File: src/rtl/irb_pkg.sv
package irb_pkg;
   localparam int unsigned IRB_WINDOW_BYTES = 'h500;
   localparam int unsigned IRB_NCPU         = 2;

   typedef enum logic [1:0] {
      SEL_MASK0  = 2'd0,
      SEL_MASK1  = 2'd1,
      SEL_STATUS = 2'd2,
      SEL_NONE   = 2'd3
   } irb_sel_e;

   function automatic irb_sel_e irb_decode(input logic [15:0] off);
      irb_sel_e s;
      case (off)
         16'h00F0: s = SEL_MASK0;
         16'h01F0: s = SEL_MASK1;
         16'h02F0: s = SEL_STATUS;
         default:  s = SEL_NONE;
      endcase
      return s;
   endfunction
endpackage

File: src/rtl/irb_setclr_reg.sv
module irb_setclr_reg #(
   parameter int unsigned W = 32
) (
   input  logic         clk,
   input  logic         rst_n,
   input  logic         wr_en,
   input  logic [W-1:0] wdata,
   input  logic [W-2:0] ext_set,
   output logic [W-1:0] q,
   output logic [W-2:0] q_next
);
   localparam int unsigned VW = W - 1;

   logic [VW-1:0] val_q;
   logic [VW-1:0] merged;

   always_comb begin
      merged = val_q | ext_set;
      if (wr_en) begin
         if (wdata[W-1]) q_next = merged | wdata[VW-1:0];
         else            q_next = merged & ~wdata[VW-1:0];
      end else begin
         q_next = merged;
      end
   end

   always_ff @(posedge clk) begin
      if (!rst_n) val_q <= '0;
      else        val_q <= q_next;
   end

   assign q = {1'b0, val_q};

   AST_SET_APPLIED: assert property (@(posedge clk) disable iff (!rst_n)
      (wr_en && wdata[W-1]) |=> ((val_q & $past(wdata[VW-1:0])) == $past(wdata[VW-1:0])));

   AST_CLEAR_APPLIED: assert property (@(posedge clk) disable iff (!rst_n)
      (wr_en && !wdata[W-1]) |=> ((val_q & $past(wdata[VW-1:0])) == '0));
endmodule

File: src/rtl/irb_excl_check.sv
module irb_excl_check #(
   parameter int unsigned VW = 31
) (
   input  logic          clk,
   input  logic          rst_n,
   input  logic          mask_wr,
   input  logic [VW-1:0] nxt0,
   input  logic [VW-1:0] nxt1,
   input  logic [VW-1:0] cur0,
   input  logic [VW-1:0] cur1,
   output logic          err
);
   logic err_q;
   logic clash;

   assign clash = ((nxt0 | nxt1) != (nxt0 ^ nxt1));

   always_ff @(posedge clk) begin
      if (!rst_n)                err_q <= 1'b0;
      else if (mask_wr && clash) err_q <= 1'b1;
   end

   assign err = err_q;

   AST_ERR_STICKY: assert property (@(posedge clk) disable iff (!rst_n)
      err_q |=> err_q);

   AST_OVERLAP_FLAGGED: assert property (@(posedge clk) disable iff (!rst_n)
      ((cur0 & cur1) != '0) |-> err_q);
endmodule

File: src/rtl/irb_irq_gen.sv
module irb_irq_gen #(
   parameter int unsigned VW   = 31,
   parameter int unsigned NCPU = 2
) (
   input  logic                     clk,
   input  logic                     rst_n,
   input  logic [VW-1:0]            status,
   input  logic [NCPU-1:0][VW-1:0]  masks,
   output logic [NCPU-1:0]          irq
);
   for (genvar c = 0; c < NCPU; c++) begin : g_cpu
      always_ff @(posedge clk) begin
         if (!rst_n) irq[c] <= 1'b0;
         else        irq[c] <= |(status & masks[c]);
      end
   end
endmodule

File: src/rtl/irb_dual_cpu_irq.sv
module irb_dual_cpu_irq
   import irb_pkg::*;
#(
   parameter int unsigned DATA_W = 32,
   parameter int unsigned ADDR_W = 11
) (
   input  logic              clk,
   input  logic              rst_n,
   input  logic              bus_req,
   input  logic              bus_we,
   input  logic [ADDR_W-1:0] bus_addr,
   input  logic [DATA_W-1:0] bus_wdata,
   output logic [DATA_W-1:0] bus_rdata,
   input  logic [DATA_W-2:0] src_pulse,
   output logic              irq_cpu0,
   output logic              irq_cpu1,
   output logic              mask_err
);
   localparam int unsigned VW   = DATA_W - 1;
   localparam int unsigned NREG = 3;

   if (DATA_W < 2) begin : g_bad_data
      $error("DATA_W must be at least 2");
   end
   if (ADDR_W < 11 || ADDR_W > 16) begin : g_bad_addr
      $error("ADDR_W must cover the 0x500 window and fit 16 bits");
   end

   irb_sel_e sel;
   logic     in_win;
   logic [NREG-1:0]              wr_sel;
   logic [NREG-1:0][DATA_W-1:0]  regs_q;
   logic [NREG-1:0][VW-1:0]      regs_nxt;
   logic [DATA_W-1:0]            rd_mux;
   logic [IRB_NCPU-1:0]          irq_v;
   logic [IRB_NCPU-1:0][VW-1:0]  masks_v;

   assign in_win = (32'(bus_addr) < IRB_WINDOW_BYTES);

   always_comb begin
      sel = SEL_NONE;
      if (in_win) sel = irb_decode(16'(bus_addr));
   end

   for (genvar r = 0; r < NREG; r++) begin : g_reg
      logic [VW-1:0] ext;
      if (r == int'(SEL_STATUS)) begin : g_status
         assign ext = src_pulse;
      end else begin : g_mask
         assign ext = '0;
      end
      assign wr_sel[r] = bus_req && bus_we && (sel == irb_sel_e'(r));
      irb_setclr_reg #(.W(DATA_W)) u_reg (
         .clk     (clk),
         .rst_n   (rst_n),
         .wr_en   (wr_sel[r]),
         .wdata   (bus_wdata),
         .ext_set (ext),
         .q       (regs_q[r]),
         .q_next  (regs_nxt[r])
      );
   end

   always_comb begin
      case (sel)
         SEL_MASK0:  rd_mux = regs_q[0];
         SEL_MASK1:  rd_mux = regs_q[1];
         SEL_STATUS: rd_mux = regs_q[2];
         default:    rd_mux = '0;
      endcase
   end

   always_ff @(posedge clk) begin
      if (!rst_n)                 bus_rdata <= '0;
      else if (bus_req && !bus_we) bus_rdata <= rd_mux;
   end

   irb_excl_check #(.VW(VW)) u_excl (
      .clk     (clk),
      .rst_n   (rst_n),
      .mask_wr (wr_sel[0] | wr_sel[1]),
      .nxt0    (regs_nxt[0]),
      .nxt1    (regs_nxt[1]),
      .cur0    (regs_q[0][VW-1:0]),
      .cur1    (regs_q[1][VW-1:0]),
      .err     (mask_err)
   );

   assign masks_v[0] = regs_q[0][VW-1:0];
   assign masks_v[1] = regs_q[1][VW-1:0];

   irb_irq_gen #(.VW(VW), .NCPU(IRB_NCPU)) u_irq (
      .clk    (clk),
      .rst_n  (rst_n),
      .status (regs_q[2][VW-1:0]),
      .masks  (masks_v),
      .irq    (irq_v)
   );

   assign irq_cpu0 = irq_v[0];
   assign irq_cpu1 = irq_v[1];

   AST_UNMAPPED_NO_WRITE: assert property (@(posedge clk) disable iff (!rst_n)
      (bus_req && bus_we && sel == SEL_NONE) |=> ($stable(regs_q[0]) && $stable(regs_q[1])));

   AST_RDATA_HOLD: assert property (@(posedge clk) disable iff (!rst_n)
      !(bus_req && !bus_we) |=> $stable(bus_rdata));
endmodule

File: config.mk
export PLATFORM = sky130hd
export DESIGN_NAME = irb_dual_cpu_irq
export DESIGN_NICKNAME = d
export VERILOG_FILES = /design/src/rtl/irb_pkg.sv /design/src/rtl/irb_setclr_reg.sv /design/src/rtl/irb_excl_check.sv /design/src/rtl/irb_irq_gen.sv /design/src/rtl/irb_dual_cpu_irq.sv
export SDC_FILE = /design/constraint.sdc
export NUM_CORES = 1
export LEC_CHECK = 0
export BUFFER_PORTS_ARGS = -buffer_cell sky130_fd_sc_hd__buf_2
export CORE_UTILIZATION = 55
export DETAILED_ROUTE_END_ITERATION = 8
export GPL_TIMING_DRIVEN = 0
export PLACE_DENSITY = 0.78
export RECOVER_POWER = 25
export SLEW_MARGIN = 40
export SYNTH_ARGS = -nofsm -noshare
export SYNTH_HDL_FRONTEND = slang
export SYNTH_SLANG_ARGS = --single-unit
File: constraint.sdc
create_clock -name clk -period 3.1 [get_ports clk]
set_input_delay 0.775 -clock clk [delete_from_list [all_inputs] [get_ports clk]]
set_output_delay 0.775 -clock clk [all_outputs]
set_load 0.02 [all_outputs]
==> impl_table.tex <==
\begin{tabular}{lr}
\hline
Metric & Value \\
\hline
\multicolumn{2}{l}{\textbf{Critical path}} \\
Element type at the critical path end & register \\
Critical path buffers and inverters & 2 \\
Arrival @ worst endpoint & 3.33 ns \\
Cell type with the highest occurrence count on the critical path & sky130\_fd\_sc\_hd\_\_a31oi\_1 \\
CP max-delay cell & sky130\_fd\_sc\_hd\_\_nor4\_4 \\
Peak fanout along the critical path & 10 \\
Peak per-stage delay on the critical path & 0.65 ns \\
Depth of the worst register-to-register path & 7 \\
Levels on crit path & 9 \\
Data required time at the worst endpoint & 3.40 ns \\
R2r endpoint & u\_excl.err\$\_SDFFE\_PN0P\_ \\
Start of the worst register-to-register path & g\_reg[1].u\_reg.val\_q[24]\$\_SDFF\_PN0\_ \\
Setup CP Type & in -> reg \\
Reg2Reg Setup Slack & 1.21 ns \\
Critical path startpoint category & input port \\
Source of the critical timing path & bus\_addr[1] \\
CP cell instances & buf\_2 -> or4\_4 -> nor4\_4 -> buf\_4 -> a21oi\_1 -> a31oi\_1 -> nand4\_1 -> a311oi\_1 -> a31oi\_1 \\
Critical path's top delay family & simple AND/OR/NAND/NOR gates \\
Termination of the worst setup path & u\_excl.err\$\_SDFFE\_PN0P\_ \\
\multicolumn{2}{l}{\textbf{Placement}} \\
Quantity of I/O buffers inserted on ports & 80 \\
Placement-stage cell area & 7604 µm² \\
Final Wtd Congestion & 1.015 \\
Detailed placer's ending HPWL & 19,450 µm \\
Total instance count after detailed placement & 1,138 \\
DP Worst Slack & -0.2450 ns \\
\multicolumn{2}{l}{\textbf{Logic synthesis}} \\
Post-synthesis sequential area ratio & 36.36\% \\
Synth Warn \# & 0 \\
Top FF cell, synth & sky130\_fd\_sc\_hd\_\_dfxtp\_1 \\
Netlist area before placement & 6993 µm² \\
Mapped Cells & 890 \\
Number of flops mapped to enable cells by yosys & 0 \\
Syn Area/Cell & 7.857 µm² \\
Flip-flop and latch count after synthesis & 127 \\
Proportion of synthesized flip-flops having asynchronous set or reset & 0\% \\
Mapped Nets & 968 \\
Distinct cells, synth & 38 \\
\multicolumn{2}{l}{\textbf{Die}} \\
X dimension of the die & 114.8 µm \\
Number of top-level design ports & 113 \\
Row count & 40 \\
Die Y-Extent & 114.8 µm \\
CORE AREA & 12,210 µm² \\
Initial core utilization & 57.26\% \\
Die Outline Area & 13,170 µm² \\
\multicolumn{2}{l}{\textbf{STA}} \\
Least-Margin Pin Slew & 0.9573 ns \\
Final period utilization & 97.78\% \\
Worst slew margin relative to its limit & 35.80\% \\
Worst hold slack & 0.5298 ns \\
Final setup fails & 0 \\
Fin. Hold Viols & 0 \\
Minimum period implied by the final worst setup slack & 3.031 ns \\
Maximum achievable frequency & 329.9 MHz \\
Final worst clock skew & 0.002956 ns \\
Final worst slack & 0.06882 ns \\
Final number of max-transition violations & 0 \\
RSZ-0062 raised after global routing & no \\
\multicolumn{2}{l}{\textbf{Clock tree}} \\
Buffers inserted by post-CTS timing repair & 0 \\
Clock latency reported for the late side of the worst-skew pair & 0.43 ns \\
Number of buffers inserted during clock tree synthesis & 17 \\
Buffer cell driving the clock tree root & sky130\_fd\_sc\_hd\_\_clkbuf\_16 \\
CTS H-Tree Depth & 4 \\
Clk slew on worst S/H paths & 0.05 ns \\
Hold-fix buffer count after cts & 0 \\
Bufs on Longest Clock Path & 2 \\
\# clock sinks & 127 \\
Post-CTS Resized & 0 \\
Clock tree from TritonCTS & done \\
\multicolumn{2}{l}{\textbf{Detailed routing}} \\
Remaining routing DRC violations & 0 \\
Via density per instance & 6.387 \\
Remaining antenna violation count & 0 \\
Total vias in the final route & 7,454 \\
Average wire length per cell after detail routing & 22.39 µm \\
Aggregate routed wire length & 26,130 µm \\
Number of violations reported at the end of detailed-routing iteration 0 & 888 \\
TritonRoute pass-1 iters & 7 \\
\multicolumn{2}{l}{\textbf{Global routing}} \\
Pin count of the biggest net entering global routing & 17 \\
Wire length of the first global-routing pass & 39,390 µm \\
Number of global-route vias before repair & 6,666 \\
Overall track demand over capacity in global routing & 40.79\% \\
Number of antenna violations at the first check in global routing & 0 \\
GRT Residual Overflow & 0 \\
\multicolumn{2}{l}{\textbf{Finish}} \\
Diode insertion count for antenna repair & 0 \\
Most frequent standard cell in the layout excluding fill and tap cells & sky130\_fd\_sc\_hd\_\_nand2\_1 \\
Share of final-layout standard cells stronger than drive strength 1 & 12.31\% \\
Area of all placed cells without fillers & 8118 µm² \\
Commonest cells after routing, fill and taps aside & 192 x sky130\_fd\_sc\_hd\_\_nand2\_1, 127 x sky130\_fd\_sc\_hd\_\_dfxtp\_1, 80 x sky130\_fd\_sc\_hd\_\_clkbuf\_1 \\
Final std cells w/o fill & 1,167 \\
Area added between synthesis and finish & 16.09\% \\
Number of nets in the layout & 1,067 \\
\multicolumn{2}{l}{\textbf{Min path}} \\
Hold wc startpoint & g\_reg[0].u\_reg.val\_q[15]\$\_SDFF\_PN0\_ \\
Type of the tightest min-delay check & reg -> reg \\
\multicolumn{2}{l}{\textbf{Power}} \\
Leakage power & 2.919 nW \\
Power per standard cell area & 486.0 nW/µm² \\
PnR Total Power & 3.945 mW \\
Peak supply drop & 0.0004592 V \\
\multicolumn{2}{l}{\textbf{Run status}} \\
Status & complete, no violations \\
\multicolumn{2}{l}{\textbf{Flow run}} \\
Number of maximum-capacitance constraint violations & 0 \\
\hline
\end{tabular}
-- cell families (layout without fill, tap and decap cells) --
family,Yosys count,after routing,synth area share (%)
muxes,59,59,8.481
AOI/OAI and AO/OA,259,259,25.28
other,1,1,0.05363
and+or+nand+nor,352,352,23.51
DFF,127,127,36.36
buffers and inverters,92,201,6.316
-- worst min path at each step --
| stage | end | slack [ns] | cells past startpoint |
|---|---|---|---|
| CTS | g_reg[0].u_reg.val_q[15]$_SDFF_PN0_ | 0.52 | 2 |
| floorplan | g_reg[0].u_reg.val_q[25]$_SDFF_PN0_ | 0.47 | 2 |
| finish | g_reg[0].u_reg.val_q[15]$_SDFF_PN0_ | 0.53 | 2 |
| global placement | g_reg[0].u_reg.val_q[15]$_SDFF_PN0_ | 0.50 | 2 |
| detailed placement | g_reg[0].u_reg.val_q[15]$_SDFF_PN0_ | 0.51 | 2 |
| global route | bus_rdata[11]$_SDFFE_PN0P_ | 0.56 | 2 |
-- cells in the mapped netlist, drive strengths merged (2+ instances only) --
library cell | instances | share of area (%)
o21ai | 67 | 4.8
nor2b | 58 | 5.2
a21boi | 67 | 7.2
mux2i | 57 | 8.2
dfxtp | 127 | 36
nand2 | 192 | 10
mux2 | 2 | 0.32
nand3 | 78 | 5.6
a211oi | 2 | 0.29
a22o | 13 | 1.6
o31a | 2 | 0.25
nand4 | 11 | 0.98
a222oi | 2 | 0.29
a21oi | 15 | 1.1
nand2b | 2 | 0.18
nor3 | 3 | 0.29
clkbuf | 44 | 2.4
buf | 48 | 4.0
a31oi | 15 | 1.3
nor2 | 2 | 0.14
a221oi | 14 | 1.8
a22oi | 60 | 6.4
-- tightest hold or removal path: cells and delay by family (launching register included) --
family,cells,cell delay (ns)
AOI/OAI and AO/OA,1,0.05
and+or+nand+nor,1,0.08
DFF,1,0.35
-- final cells by class --
type / instances / area [µm²]
Tap cell: 168 / 210.2
Sequential cell: 127 / 2542
Timing Repair Buffer: 80 / 357.8
Multi-Input combinational cell: 671 / 4004
Fill cell: 1104 / 4094
Clock inverter: 7 / 87.58
Buffer: 92 / 441.7
Clock buffer: 22 / 474.2
-- sequential cells by signal, indices dropped and copies added, names as in the netlist --
name / flops
g.u_reg.val_q: 93
u_irq.irq: 2
u_excl.err: 1
bus_rdata: 31
-- power by group --
part	switching, mW	internal, mW	total (mW)
Clock	0.717	1.22	1.94
Sequential	0.0511	1.66	1.71
Combinational	0.188	0.101	0.290
Total	0.956	2.99	3.94
-- per-layer routing --
layer | up-vias | share of wire, % | track usage (%)
li1 | 3363 | - | -
met1 | 3502 | 41 | 53.79
met2 | 493 | 43 | 61.41
met3 | 96 | 12 | 11.81
met4 | 0 | 4.8 | 19.48
met5 | - | 0 | 0
-- stage by stage --
stage               TNS [ns]  utilization [%]
detailed placement    -2.147            62.26
finish                     0            66.48
global route               0            66.48
floorplan                  0                -
CTS                        0            66.86
global placement      -1.170            62.26
(Power assumes the default switching activity.)
